## src/rtl/gpio_evt_pkg.sv

```systemverilog
// Package gpio_evt_pkg
// Shared constants and the register offset encoding of the GPIO edge
// interrupt controller. Assumes a 32-bit register bus with word offsets.
package gpio_evt_pkg;

    localparam int unsigned BUS_DW = 32;
    localparam int unsigned BUS_AW = 3;

    // Register offsets on the bus
    typedef enum logic [BUS_AW-1:0] {
        OFS_ENABLE = 3'd0,
        OFS_MODE   = 3'd1,
        OFS_DIR    = 3'd2,
        OFS_POLAR  = 3'd3,
        OFS_CLEAR  = 3'd4,
        OFS_STATUS = 3'd5,
        OFS_SUMM   = 3'd6
    } reg_ofs_e;

    // Bit of the summary register that holds the summary flag
    localparam int unsigned SUMM_BIT = 0;

endpackage

```

## src/rtl/gpio_evt_sync.sv

```systemverilog
// Module gpio_evt_sync
// Brings a vector of asynchronous pin levels into the clock domain through
// a chain of STAGES flops per bit. Assumes every pin is an independent
// level; no relation between bits is kept.
module gpio_evt_sync #(
    parameter int unsigned WIDTH  = 23,
    parameter int unsigned STAGES = 2
) (
    input  logic             clk,
    input  logic             rst_n,
    input  logic [WIDTH-1:0] async_i,
    output logic [WIDTH-1:0] sync_o
);

    logic [WIDTH-1:0] chain_q [STAGES];

    genvar s;
    generate
        for (s = 0; s < STAGES; s++) begin : g_stage
            if (s == 0) begin : g_first
                // capture raw pin levels
                always_ff @(posedge clk) begin
                    if (!rst_n) chain_q[s] <= '0;
                    else        chain_q[s] <= async_i;
                end
            end else begin : g_next
                // shift through the remaining stages
                always_ff @(posedge clk) begin
                    if (!rst_n) chain_q[s] <= '0;
                    else        chain_q[s] <= chain_q[s-1];
                end
            end
        end
    endgenerate

    assign sync_o = chain_q[STAGES-1];

endmodule

```

## src/rtl/gpio_evt_status.sv

```systemverilog
// Module gpio_evt_status
// Edge detector and sticky status register. Compares synchronized pin
// levels with the previous cycle, keeps the transition chosen by each
// polarity bit (0 rising, 1 falling), gates it with the arming mask and
// latches it. A clear mask drops bits, but a new event in the same cycle
// wins. Assumes sync_i is already in the clock domain.
module gpio_evt_status #(
    parameter int unsigned WIDTH = 23
) (
    input  logic             clk,
    input  logic             rst_n,
    input  logic [WIDTH-1:0] sync_i,
    input  logic [WIDTH-1:0] polar_i,
    input  logic [WIDTH-1:0] armed_i,
    input  logic [WIDTH-1:0] clr_mask_i,
    output logic [WIDTH-1:0] set_o,
    output logic [WIDTH-1:0] stat_o
);

    logic [WIDTH-1:0] prev_q;
    logic [WIDTH-1:0] stat_q;
    logic [WIDTH-1:0] hit;

    genvar p;
    generate
        for (p = 0; p < WIDTH; p++) begin : g_pin
            // pick the transition this pin's polarity asks for
            always_comb begin
                if (polar_i[p]) hit[p] = prev_q[p] & ~sync_i[p];
                else            hit[p] = sync_i[p] & ~prev_q[p];
            end
        end
    endgenerate

    assign set_o = hit & armed_i;

    // remember last synchronized level for edge comparison
    always_ff @(posedge clk) begin
        if (!rst_n) prev_q <= '0;
        else        prev_q <= sync_i;
    end

    // sticky status: new events set, clear mask drops, set wins
    always_ff @(posedge clk) begin
        if (!rst_n) stat_q <= '0;
        else        stat_q <= set_o | (stat_q & ~clr_mask_i);
    end

    assign stat_o = stat_q;

endmodule

```

## src/rtl/gpio_evt_summary.sv

```systemverilog
// Module gpio_evt_summary
// Sticky summary flag. Sets on any pending status bit, clears only on
// its own clear strobe; the clear takes effect for one cycle, after which
// pending status sets it again. Assumes clr_i is a one-cycle strobe.
module gpio_evt_summary (
    input  logic clk,
    input  logic rst_n,
    input  logic any_stat_i,
    input  logic clr_i,
    output logic summ_o
);

    logic summ_q;

    // explicit clear wins for one cycle, else accumulate pending status
    always_ff @(posedge clk) begin
        if (!rst_n)     summ_q <= 1'b0;
        else if (clr_i) summ_q <= 1'b0;
        else            summ_q <= summ_q | any_stat_i;
    end

    assign summ_o = summ_q;

endmodule

```

## src/rtl/gpio_evt_regs.sv

```systemverilog
// Module gpio_evt_regs
// Register bank on a single-cycle bus: four configuration registers, a
// write-one-to-clear strobe for status, a read-only status view and the
// summary flag with its own write-one-to-clear. Reads are combinational.
// Assumes bus_wr is high for exactly one cycle per write.
module gpio_evt_regs
    import gpio_evt_pkg::*;
#(
    parameter int unsigned WIDTH = 23
) (
    input  logic              clk,
    input  logic              rst_n,
    input  logic              bus_wr,
    input  logic [BUS_AW-1:0] bus_addr,
    input  logic [BUS_DW-1:0] bus_wdata,
    output logic [BUS_DW-1:0] bus_rdata,
    input  logic [WIDTH-1:0]  stat_i,
    input  logic              summ_i,
    output logic [WIDTH-1:0]  enable_o,
    output logic [WIDTH-1:0]  mode_o,
    output logic [WIDTH-1:0]  dir_o,
    output logic [WIDTH-1:0]  polar_o,
    output logic [WIDTH-1:0]  clr_mask_o,
    output logic              summ_clr_o
);

    localparam int unsigned PAD = BUS_DW - WIDTH;

    logic [WIDTH-1:0] enable_q, mode_q, dir_q, polar_q;
    logic [WIDTH-1:0] wfield;
    logic             unused_wdata_hi;

    assign wfield          = bus_wdata[WIDTH-1:0];
    assign unused_wdata_hi = ^bus_wdata[BUS_DW-1:WIDTH];

    // configuration register writes
    always_ff @(posedge clk) begin
        if (!rst_n) begin
            enable_q <= '0;
            mode_q   <= '0;
            dir_q    <= '0;
            polar_q  <= '0;
        end else if (bus_wr) begin
            case (bus_addr)
                OFS_ENABLE: enable_q <= wfield;
                OFS_MODE:   mode_q   <= wfield;
                OFS_DIR:    dir_q    <= wfield;
                OFS_POLAR:  polar_q  <= wfield;
                default:    ;
            endcase
        end
    end

    // one-cycle clear strobes toward status and summary
    always_comb begin
        clr_mask_o = '0;
        summ_clr_o = 1'b0;
        if (bus_wr && bus_addr == OFS_CLEAR) clr_mask_o = wfield;
        if (bus_wr && bus_addr == OFS_SUMM)  summ_clr_o = bus_wdata[SUMM_BIT];
    end

    // read-back multiplexer, unused bits read zero
    always_comb begin
        bus_rdata = '0;
        case (bus_addr)
            OFS_ENABLE: bus_rdata = {{PAD{1'b0}}, enable_q};
            OFS_MODE:   bus_rdata = {{PAD{1'b0}}, mode_q};
            OFS_DIR:    bus_rdata = {{PAD{1'b0}}, dir_q};
            OFS_POLAR:  bus_rdata = {{PAD{1'b0}}, polar_q};
            OFS_STATUS: bus_rdata = {{PAD{1'b0}}, stat_i};
            OFS_SUMM:   bus_rdata[SUMM_BIT] = summ_i;
            default:    bus_rdata = '0;
        endcase
    end

    assign enable_o = enable_q;
    assign mode_o   = mode_q;
    assign dir_o    = dir_q;
    assign polar_o  = polar_q;

endmodule

```

## src/rtl/gpio_evt_irq.sv

```systemverilog
// Module gpio_evt_irq
// Top of the GPIO edge interrupt controller: synchronizer, edge detector
// with sticky status, sticky summary flag and register bank. Assumes
// pin_i may change at any time and the bus is driven synchronously.
module gpio_evt_irq
    import gpio_evt_pkg::*;
#(
    parameter int unsigned NPINS       = 23,
    parameter int unsigned SYNC_STAGES = 2
) (
    input  logic              clk,
    input  logic              rst_n,
    input  logic [NPINS-1:0]  pin_i,
    input  logic              bus_wr,
    input  logic [BUS_AW-1:0] bus_addr,
    input  logic [BUS_DW-1:0] bus_wdata,
    output logic [BUS_DW-1:0] bus_rdata,
    output logic              irq_o
);

    logic [NPINS-1:0] pin_sync;
    logic [NPINS-1:0] enable, mode, dir, polar;
    logic [NPINS-1:0] armed;
    logic [NPINS-1:0] clr_mask;
    logic [NPINS-1:0] set_vec;
    logic [NPINS-1:0] stat_q;
    logic             summ_clr;
    logic             summ_q;

    gpio_evt_sync #(.WIDTH(NPINS), .STAGES(SYNC_STAGES)) u_sync (
        .clk     (clk),
        .rst_n   (rst_n),
        .async_i (pin_i),
        .sync_o  (pin_sync)
    );

    assign armed = enable & mode & dir;

    gpio_evt_status #(.WIDTH(NPINS)) u_status (
        .clk        (clk),
        .rst_n      (rst_n),
        .sync_i     (pin_sync),
        .polar_i    (polar),
        .armed_i    (armed),
        .clr_mask_i (clr_mask),
        .set_o      (set_vec),
        .stat_o     (stat_q)
    );

    gpio_evt_summary u_summary (
        .clk        (clk),
        .rst_n      (rst_n),
        .any_stat_i (|stat_q),
        .clr_i      (summ_clr),
        .summ_o     (summ_q)
    );

    gpio_evt_regs #(.WIDTH(NPINS)) u_regs (
        .clk        (clk),
        .rst_n      (rst_n),
        .bus_wr     (bus_wr),
        .bus_addr   (bus_addr),
        .bus_wdata  (bus_wdata),
        .bus_rdata  (bus_rdata),
        .stat_i     (stat_q),
        .summ_i     (summ_q),
        .enable_o   (enable),
        .mode_o     (mode),
        .dir_o      (dir),
        .polar_o    (polar),
        .clr_mask_o (clr_mask),
        .summ_clr_o (summ_clr)
    );

    assign irq_o = summ_q;

endmodule

```

## config.mk

```make
export PLATFORM = sky130hd
export DESIGN_NAME = gpio_evt_irq
export DESIGN_NICKNAME = d
export VERILOG_FILES = /design/src/rtl/gpio_evt_pkg.sv /design/src/rtl/gpio_evt_sync.sv /design/src/rtl/gpio_evt_status.sv /design/src/rtl/gpio_evt_summary.sv /design/src/rtl/gpio_evt_regs.sv /design/src/rtl/gpio_evt_irq.sv
export SDC_FILE = /design/constraint.sdc
export NUM_CORES = 1
export LEC_CHECK = 0
export BUFFER_PORTS_ARGS = -buffer_cell sky130_fd_sc_hd__buf_2
export CAP_MARGIN = 20
export CORE_UTILIZATION = 63
export CTS_CLUSTER_SIZE = 28
export DETAILED_ROUTE_END_ITERATION = 8
export HOLD_SLACK_MARGIN = 0.15
export PLACE_DENSITY = 0.9
export SYNTH_ARGS = -nofsm -noshare
export SYNTH_HDL_FRONTEND = slang
export SYNTH_SLANG_ARGS = --single-unit
```

## constraint.sdc

```tcl
create_clock -name clk -period 3.3 [get_ports clk]
set_clock_uncertainty 0.1 [all_clocks]
set_input_delay 0.66 -clock clk [delete_from_list [all_inputs] [get_ports clk]]
set_output_delay 0.66 -clock clk [all_outputs]
set_load 0.005 [all_outputs]
```

==> metrics.txt, run 1 <==
CTS Sinks 185; highest ir drop seen on vdd 0.476 mV; Leakage 3.34 nW; dpl hpwl 11700 µm; fin util 0.732; Tmin final 2.74 ns; antenna violation net count after detailed routing 0; Max Cap Viol 0; Top FF cell, synth dfxtp_1; vias in the first global route 6044; crit path kind primary input to output port; Max Root-Sink Buffers 2; metal3 WL 1380 µm; Iter 0 DRT Violations 581; slew margin rel. 0.576; DR top layer met4; area delta synth->final 11.8%; die area 0.0131 mm²; wire length on met2 8630 µm; final total power 4.58 mW; Initial Util 0.655; simple-gate area share of the yosys netlist 0.230; WHS 0.326 ns; Placer Congestion 0.844; fill count 934; Mean Syn Cell Area 9.36 µm²; final worst path period share 0.830; drt pass-1 iters 5; Worst Hold Depth 2; Hold WC Path Type primary input to flop; CP endpoint kind output port; Slowest-stage cell, CP or2_2; Clk Latency, worst-skew pair 0.44 ns; reg2reg start u_status.stat_o[7]; Synth cell types 40; placed cells 1058; R2R Path End u_summary.summ_o; Top Ports 94; CTS root buffer clkbuf_16; # DRC 0; min-delay src pin_i[2]; fraction of registers with async set/reset 0; CTS tree yes; pin count of the biggest net entering global routing 85; Mapped Area 0.00799 mm²; vias per cell 5.82; Final TNS setup 0 ns; Die H 115 µm; Least-Margin Pin Slew 0.637 ns; Resized Gates After CTS 0; FP Rows 40; CTS HTree Levels 4; clk slew on worst S/H paths 0.06 ns; most frequent CP cell buf_2; Setup crit start kind primary input; FF-to-FF path depth 3; Hold Crit Endpoint u_sync.chain_q[0][2]; Post-Synth XOR/XNOR Area 0; EDFF count, synth 0; CP Data Required Time 2.54 ns; power per cell area 513 mW/mm²; # setup viols final 0; vias 6341; crit-path cells buf_2 > or2_2 > o2bb2ai_1 > buf_2; status completed; sequential area share after synthesis 0.463; Fin. Hold Viols 0; share of cells above drive strength 1 0.167; antenna diode count 0; Die W 115 µm; post-synthesis mux area share 0.0554; Final Instance Count excl. Fillers 1089; largest family of logic cells by synthesized area simple AND/OR/NAND/NOR gates; number of synthesized register bits 185; compound-cell area share of the yosys netlist 0.196; Core Footprint 0.0122 mm²; IO buf count 75; first-pass GRT wire length 29600 µm; hold_buf cts 0; Syn. warnings 0; setup slack, reg-to-reg 1.69 ns; initial antenna violation count 0; CP Max Fanout 21; fraction of the mapped netlist area in adder cells 0; CP Data Arrival Time 1.98 ns; setup repair bufs after CTS 0; GRT Total Usage 0.295; fin nets 970; per-cell routed wire length 16.7 µm; RSZ-0062 raised after global routing false; Routed WL 18200 µm; TritonCTS buffer count 17; Crit path largest cell delay 0.57 ns; grt total ovfl 0; Post-Route M1 WL 7790 µm; Max Clock Freq 365 MHz; Final Max Slew Viols 0; cells after synthesis 854
## Yosys cell counts (all sizes together), types with 2 or more instances
cell type / instances / area share
o2bb2ai: 42 / 0.046
or3b: 23 / 0.025
and2: 69 / 0.054
a21oi: 23 / 0.014
nor4: 4 / 0.0031
nand4: 3 / 0.0023
inv: 2 / 0.00094
o21a: 23 / 0.022
a21boi: 115 / 0.11
clkbuf: 24 / 0.011
nand4bb: 2 / 0.0028
nand3b: 23 / 0.022
or4: 2 / 0.0019
nor2b: 3 / 0.0023
and4bb: 2 / 0.0036
buf: 44 / 0.043
mux2i: 42 / 0.053
nand3: 23 / 0.014
nand2: 184 / 0.086
dfxtp: 185 / 0.46
## logic make-up after synthesis
group	Yosys count
compound gates	209
buf+inv	70
flops	185
mux	43
other cells	1
simple gates	346
## worst max-delay path: cells and delay by family
family	cells	cell delay, ns
AOI/OAI and AO/OA	1	0.33
buffers and inverters	2	0.41
and+or+nand+nor	1	0.57
## sequential cells by signal, indices dropped and copies added (netlist names)
name / flops
u_sync.chain_q: 46
u_regs.dir_o: 23
u_regs.enable_o: 23
u_regs.mode_o: 23
u_regs.polar_o: 23
u_status.prev_q: 23
u_status.stat_o: 23
u_summary.summ_o: 1
## report_power, final
part | internal, mW | leakage [nW] | switching [mW] | total (mW)
logic | 0.123 | 1.55 | 0.167 | 0.290
registers | 2.29 | 1.51 | 0.0310 | 2.32
clock network | 1.16 | 0.285 | 0.809 | 1.97
## per-layer routing
| layer | vias to the layer above | track usage |
|---|---|---|
| met5 | - | 0 |
| met4 | 0 | 0.123 |
| met3 | 41 | 0.0741 |
| met2 | 243 | 0.482 |
| met1 | 3014 | 0.373 |
| li1 | 3043 | - |
## cells in the final DEF, fill, tap and decap left out, drive strengths merged, types with 2 or more instances in the layout
cell type  instances
clkbuf            22
mux2i             42
and4bb             2
nand4bb            2
a21boi           115
nand4              3
conb               9
inv                2
buf               96
bufinv             2
nand3             23
dfxtp            185
o2bb2ai           42
nand2            184
and2              69
nand3b            23
nor4               4
nor2b              3
or3b              23
o21a              23
clkinv             6
or4                2
a21oi             23
## area by class of cell
class	instances	area (µm²)	area share
well taps	168	210	0.0235
multi-input cells	607	3880	0.434
flip-flops and latches	185	3700	0.415
clock inverters	9	97.6	0.0109
repair buffers	96	561	0.0627
clock buffers	22	474	0.0531
inverters	2	7.51	0.000840
## how the worst max path moves through the flow
| stage | start | to |
|---|---|---|
| global placement | bus_addr[1] | bus_rdata[0] |
| CTS | bus_addr[1] | bus_rdata[0] |
| finish | bus_addr[0] | bus_rdata[15] |
| global route | bus_addr[2] | bus_rdata[0] |
| floorplan | bus_addr[0] | bus_rdata[10] |
| detailed placement | bus_addr[1] | bus_rdata[0] |
## metrics by stage
step	setup slack [ns]	area, µm²
2_1_floorplan	0.998	8020
3_3_place_gp	0.623	8360
3_5_place_dp	0.600	8360
4_1_cts	0.595	8930
5_1_grt	0.508	8930
6_report	0.561	8930
No activity file was read; power rests on OpenSTA's default activity.
==> run 2, diff against run 1 <==
--- a/config.mk
+++ b/config.mk
@@ -7,11 +7,11 @@
 export LEC_CHECK = 0
 export BUFFER_PORTS_ARGS = -buffer_cell sky130_fd_sc_hd__buf_2
 export CAP_MARGIN = 20
-export CORE_UTILIZATION = 63
+export CORE_UTILIZATION = 58
 export CTS_CLUSTER_SIZE = 28
 export DETAILED_ROUTE_END_ITERATION = 8
 export HOLD_SLACK_MARGIN = 0.15
-export PLACE_DENSITY = 0.9
+export PLACE_DENSITY = 0.84
 export SYNTH_ARGS = -nofsm -noshare
 export SYNTH_HDL_FRONTEND = slang
 export SYNTH_SLANG_ARGS = --single-unit
==> constraint.sdc (replaced) <==
create_clock -name clk -period 2.8 [get_ports clk]
set_clock_uncertainty 0.1 [all_clocks]
set_input_delay 0.56 -clock clk [delete_from_list [all_inputs] [get_ports clk]]
set_output_delay 0.56 -clock clk [all_outputs]
set_load 0.005 [all_outputs]
==> metrics.txt, run 2 (synthesis results as in run 1) <==
share of cells above drive strength 1 0.175; Resized Gates After CTS 0; CTS HTree Levels 4; crit path kind primary input to output port; IO buf count 75; grt total ovfl 0; FF-to-FF path depth 3; Hold WC Path Type primary input to flop; Leakage 3.39 nW; GRT Total Usage 0.277; Max Root-Sink Buffers 2; setup slack, reg-to-reg 1.13 ns; CP endpoint kind output port; Final Instance Count excl. Fillers 1104; highest ir drop seen on vdd 0.509 mV; Least-Margin Pin Slew 0.608 ns; most frequent cells in the layout dfxtp_1 (185), nand2_1 (184), buf_2 (74); antenna violation net count after detailed routing 0; fill count 1122; fin nets 976; initial antenna violation count 1; Top Ports 94; TritonCTS buffer count 17; Final TNS setup 0 ns; Worst Hold Depth 2; Tmin final 2.55 ns; # DRC 0; CTS tree yes; Die W 119 µm; area post-placement 0.00844 mm²; Final Max Slew Viols 0; Initial Util 0.599; Hold Crit Endpoint u_sync.chain_q[0][8]; Max Clock Freq 393 MHz; commonest non-fill, non-tap cell in the layout dfxtp_1; first-pass GRT wire length 30500 µm; max reg flops 46; pin count of the biggest net entering global routing 71; dpl hpwl 12000 µm; Routed WL 18700 µm; area delta synth->final 13.4%; Setup WS post-layout 0.255 ns; placed cells 1072; Biggest register u_sync.chain_q; Setup crit start kind primary input; power per cell area 616 mW/mm²; CP Max Fanout 15; CP Data Required Time 2.14 ns; die area 0.0143 mm²; vias in the first global route 6146; vias 6352; Placer Congestion 0.846; vias per cell 5.75; CTS Sinks 185; CTS root buffer clkbuf_16; final worst path period share 0.909; final instance area 0.00906 mm²; CP Data Arrival Time 1.89 ns; min-delay src pin_i[8]; slew margin rel. 0.591; RSZ-0062 raised after global routing false; hold_buf cts 0; Die H 119 µm; FP Rows 42; Core Footprint 0.0133 mm²; Clk Latency, worst-skew pair 0.43 ns; Iter 0 DRT Violations 461; R2R Path End u_summary.summ_o; drt pass-1 iters 5; Fin. Hold Viols 0; per-cell routed wire length 17.0 µm; reg2reg start u_status.stat_o[7]; setup repair bufs after CTS 0; # setup viols final 0; status completed; pre-CTS setup slack 0.351 ns; clk slew on worst S/H paths 0.06 ns; Max Cap Viol 0
-- run 2: changes by cell type in the layout (fill, tap and decap cells not counted) --
cell        change
buf_12          +2
buf_4           +4
bufinv_16       +2
clkbuf_1        -2
clkbuf_8        -2
clkinv_2        -1
clkinv_4        +2
clkinvlp_4      +1
diode_2         +1
-- run 2: worst max-delay path, cell delays in order --
cell	delay [ns]
buf_2	0.31
buf_4	0.27
nor2b_1	0.08
a221oi_1	0.30
o22ai_1	0.19
buf_2	0.17
-- run 2: power by group --
part / switching (mW) / internal [mW]
combinational: 0.198 / 0.152
sequential: 0.0372 / 2.70
clock: 0.992 / 1.50
-- run 2: final cells by class --
cell class | instances | area [µm²] | area share
flip-flops and latches | 185 | 3700 | 0.409
diodes | 1 | 2.50 | 0.000276
clock buffers | 18 | 439 | 0.0485
inverters | 2 | 7.51 | 0.000828
well taps | 176 | 220 | 0.0243
clock inverters | 13 | 178 | 0.0196
multi-input cells | 607 | 3880 | 0.428
repair buffers | 102 | 631 | 0.0696
-- run 2: how the worst max path moves through the flow --
stage           startpoint             to  slack, ns  depth (start not counted)
2_1_floorplan  bus_addr[0]  bus_rdata[10]       0.70                          5
3_3_place_gp   bus_addr[0]   bus_rdata[0]       0.37                          6
3_5_place_dp   bus_addr[0]   bus_rdata[0]       0.35                          6
4_1_cts        bus_addr[0]   bus_rdata[0]       0.35                          6
5_1_grt        bus_addr[0]   bus_rdata[0]       0.25                          6
6_report       bus_addr[0]   bus_rdata[0]       0.25                          6
-- run 2: routing by layer --
metal,GRT usage,routed length [µm],up-vias
met5,0,0,-
met4,0.0906,323,0
met3,0.0723,1180,32
met2,0.463,9140,202
met1,0.347,8080,3071
li1,-,-,3047
-- run 2: metrics by stage --
| stage | utilization | total power [mW] | hold WS [ns] |
|---|---|---|---|
| 4_1_cts | 0.679 | 5.62 | 0.214 |
| 2_1_floorplan | - | 3.02 | 0.312 |
| 5_1_grt | 0.679 | 5.76 | 0.216 |
| 6_report | 0.679 | 5.58 | 0.228 |
| 3_5_place_dp | 0.633 | 3.14 | 0.318 |
| 3_3_place_gp | 0.633 | 3.13 | 0.315 |
==> run 3, diff against run 2 <==
--- a/config.mk
+++ b/config.mk
@@ -5,13 +5,15 @@
 export SDC_FILE = /design/constraint.sdc
 export NUM_CORES = 1
 export LEC_CHECK = 0
+export ABC_AREA = 1
 export BUFFER_PORTS_ARGS = -buffer_cell sky130_fd_sc_hd__buf_2
 export CAP_MARGIN = 20
 export CORE_UTILIZATION = 58
 export CTS_CLUSTER_SIZE = 28
 export DETAILED_ROUTE_END_ITERATION = 8
 export HOLD_SLACK_MARGIN = 0.15
-export PLACE_DENSITY = 0.84
+export PLACE_DENSITY = 0.85
+export RECOVER_POWER = 100
 export SYNTH_ARGS = -nofsm -noshare
 export SYNTH_HDL_FRONTEND = slang
 export SYNTH_SLANG_ARGS = --single-unit
==> metrics.txt, run 3 <==
Slowest-stage cell, CP nor2_2; Top FF cell, synth dfxtp_1; pre-CTS setup slack 0.255 ns; Mapped Area 0.00776 mm²; per-cell routed wire length 13.7 µm; RSZ-0062 raised after global routing false; cell taking the most area after synthesis dfxtp_1; fraction of registers with async set/reset 0; failing checks capacitance limit, slew limit; vias per cell 5.19; IO buf count 75; Die H 118 µm; Fin. Hold Viols 0; Commonest cells post-synth nand2_1 (298), dfxtp_1 (185), nor2_1 (180); Top Ports 94; Resized Gates After CTS 0; CTS tree yes; die area 0.0138 mm²; vias 7186; Max Root-Sink Buffers 2; most frequent cells in the layout nand2_1 (298), dfxtp_1 (185), nor2_1 (180); Synth cell types 23; reg2reg start u_regs.polar_o[21]; Placer Congestion 0.825; Mean Syn Cell Area 6.83 µm²; Worst Hold Depth 3; dpl hpwl 11900 µm; Syn. warnings 0; Buf/Inv on CP 4; antenna diode count 0; Hold WC Path Type primary input to flop; CP Max Fanout 9; CTS HTree Levels 4; Synth top area share 0.477; antenna violation net count after detailed routing 0; drt pass-1 iters 5; crit path kind primary input to output port; status finished with violations; Biggest register u_sync.chain_q; Max Clock Freq 386 MHz; # setup viols final 0; Clk Latency, worst-skew pair 0.44 ns; CTS Sinks 185; Setup crit start kind primary input; initial antenna violation count 1; Hold Crit Endpoint u_sync.chain_q[0][7]; area delta synth->final 14.1%; Crit path largest cell delay 0.35 ns; fill count 1125; CP Data Arrival Time 1.93 ns; TritonCTS buffer count 17; Leakage 4.39 nW; Routed WL 19000 µm; Setup WS post-layout 0.210 ns; grt total ovfl 0; clk slew on worst S/H paths 0.07 ns; Core Footprint 0.0128 mm²; power per cell area 629 mW/mm²; min-delay src pin_i[7]; vias in the first global route 6556; pin count of the biggest net entering global routing 160; setup repair bufs after CTS 0; hold_buf cts 0; setup slack, reg-to-reg 1.69 ns; R2R Path End u_status.stat_o[21]; fin nets 1262; final worst path period share 0.925; FP Rows 41; CTS root buffer clkbuf_16; Max Cap Viol 1; Initial Util 0.605; most frequent CP cell nand2_1; commonest non-fill, non-tap cell in the layout nand2_1; CP Data Required Time 2.14 ns; crit-path cells buf_2 > inv_2 > nand2_1 > nor2_2 > buf_4 > nand2_1 > nand2_1 > nor2_1 > nand2_1 > buf_2; cells after synthesis 1137; Synth area leaders dfxtp_1 (48%), nand2_1 (14%), nor2_1 (8.7%), o21ai_0 (8.1%), inv_1 (7.0%); Die W 118 µm; highest ir drop seen on vdd 0.517 mV; CP endpoint kind output port; sequential area share after synthesis 0.477; max reg flops 46; first-pass GRT wire length 30700 µm; FF-to-FF path depth 5; slew margin rel. -0.0792; share of cells above drive strength 1 0.109; Final TNS setup 0 ns; CP top delay family simple AND/OR/NAND/NOR gates; GRT Total Usage 0.279; number of synthesized register bits 185; Final Max Slew Viols 160; # DRC 0; EDFF count, synth 0; count leader, synth nand2_1; Least-Margin Pin Slew 1.62 ns; Tmin final 2.59 ns; Iter 0 DRT Violations 743
run 3: changes by cell type in the layout (fill, tap and decap cells not counted), sizes merged, moves of 24 or more:
| cell | change |
|---|---|
| nor2 | +187 |
| inv | +147 |
| o21ai | +133 |
| a21boi | -115 |
| nand2 | +114 |
| and2 | -69 |
| mux2i | -42 |
| o2bb2ai | -42 |
| nand3 | +29 |
| a21oi | +24 |
run 3: final cells by class:
type	instances	area, µm²	share of cell area
tap	172	215	0.0243
timing repair buffer	98	557	0.0629
sequential	185	3700	0.418
multi-input combinational	751	3230	0.364
clock buffer	20	457	0.0516
clock inverter	11	144	0.0162
inverter	148	556	0.0627
run 3: logic make-up (layout without fill, tap and decap cells):
family,Yosys count,in the layout,synth area share
AOI/OAI and AO/OA,182,182,0.118
DFF,185,185,0.477
other,1,9,0.000483
and+or+nand+nor,560,560,0.295
buffers and inverters,209,277,0.110
run 3: routing by layer:
| metal | routed length [µm] | share of wire | up-vias | GRT usage |
|---|---|---|---|---|
| li1 | - | - | 3617 | - |
| met1 | 8130 | 0.43 | 3265 | 0.352 |
| met2 | 9180 | 0.48 | 277 | 0.462 |
| met3 | 1400 | 0.074 | 25 | 0.0635 |
| met4 | 268 | 0.014 | 2 | 0.107 |
| met5 | 8 | 0.00042 | - | 0 |
run 3: worst max path at each step:
stage	start	endpoint	depth (start not counted)
3_3_place_gp	bus_addr[0]	bus_rdata[21]	10
6_report	bus_addr[0]	bus_rdata[11]	10
2_1_floorplan	bus_addr[1]	bus_rdata[21]	9
3_5_place_dp	bus_addr[0]	bus_rdata[11]	10
4_1_cts	bus_addr[0]	bus_rdata[11]	10
5_1_grt	bus_addr[2]	bus_rdata[22]	8
run 3: per-stage QoR:
stage                     total power [mW]  instances  instance area (µm²)  utilization  hold WS (ns)
after floorplan                       3.04       1145                 7790            -         0.290
after global placement                3.16       1354                 8300        0.647         0.292
after detailed placement              3.18       1354                 8300        0.647         0.298
after CTS                             5.59       1385                 8900        0.694         0.187
after global routing                  5.75       1385                 8860        0.691         0.190
final                                 5.57       1385                 8860        0.691         0.198
run 3: tightest hold or removal path, stage by stage:
cell and delay [ns]:
buf_2 0.07, nand2_1 0.04, inv_1 0.04
run 3: where the power goes:
part	internal, mW	switching (mW)	leakage, nW
logic	0.119	0.238	2.59
clock network	1.45	1.00	0.296
registers	2.72	0.0514	1.51
total	4.28	1.29	4.39
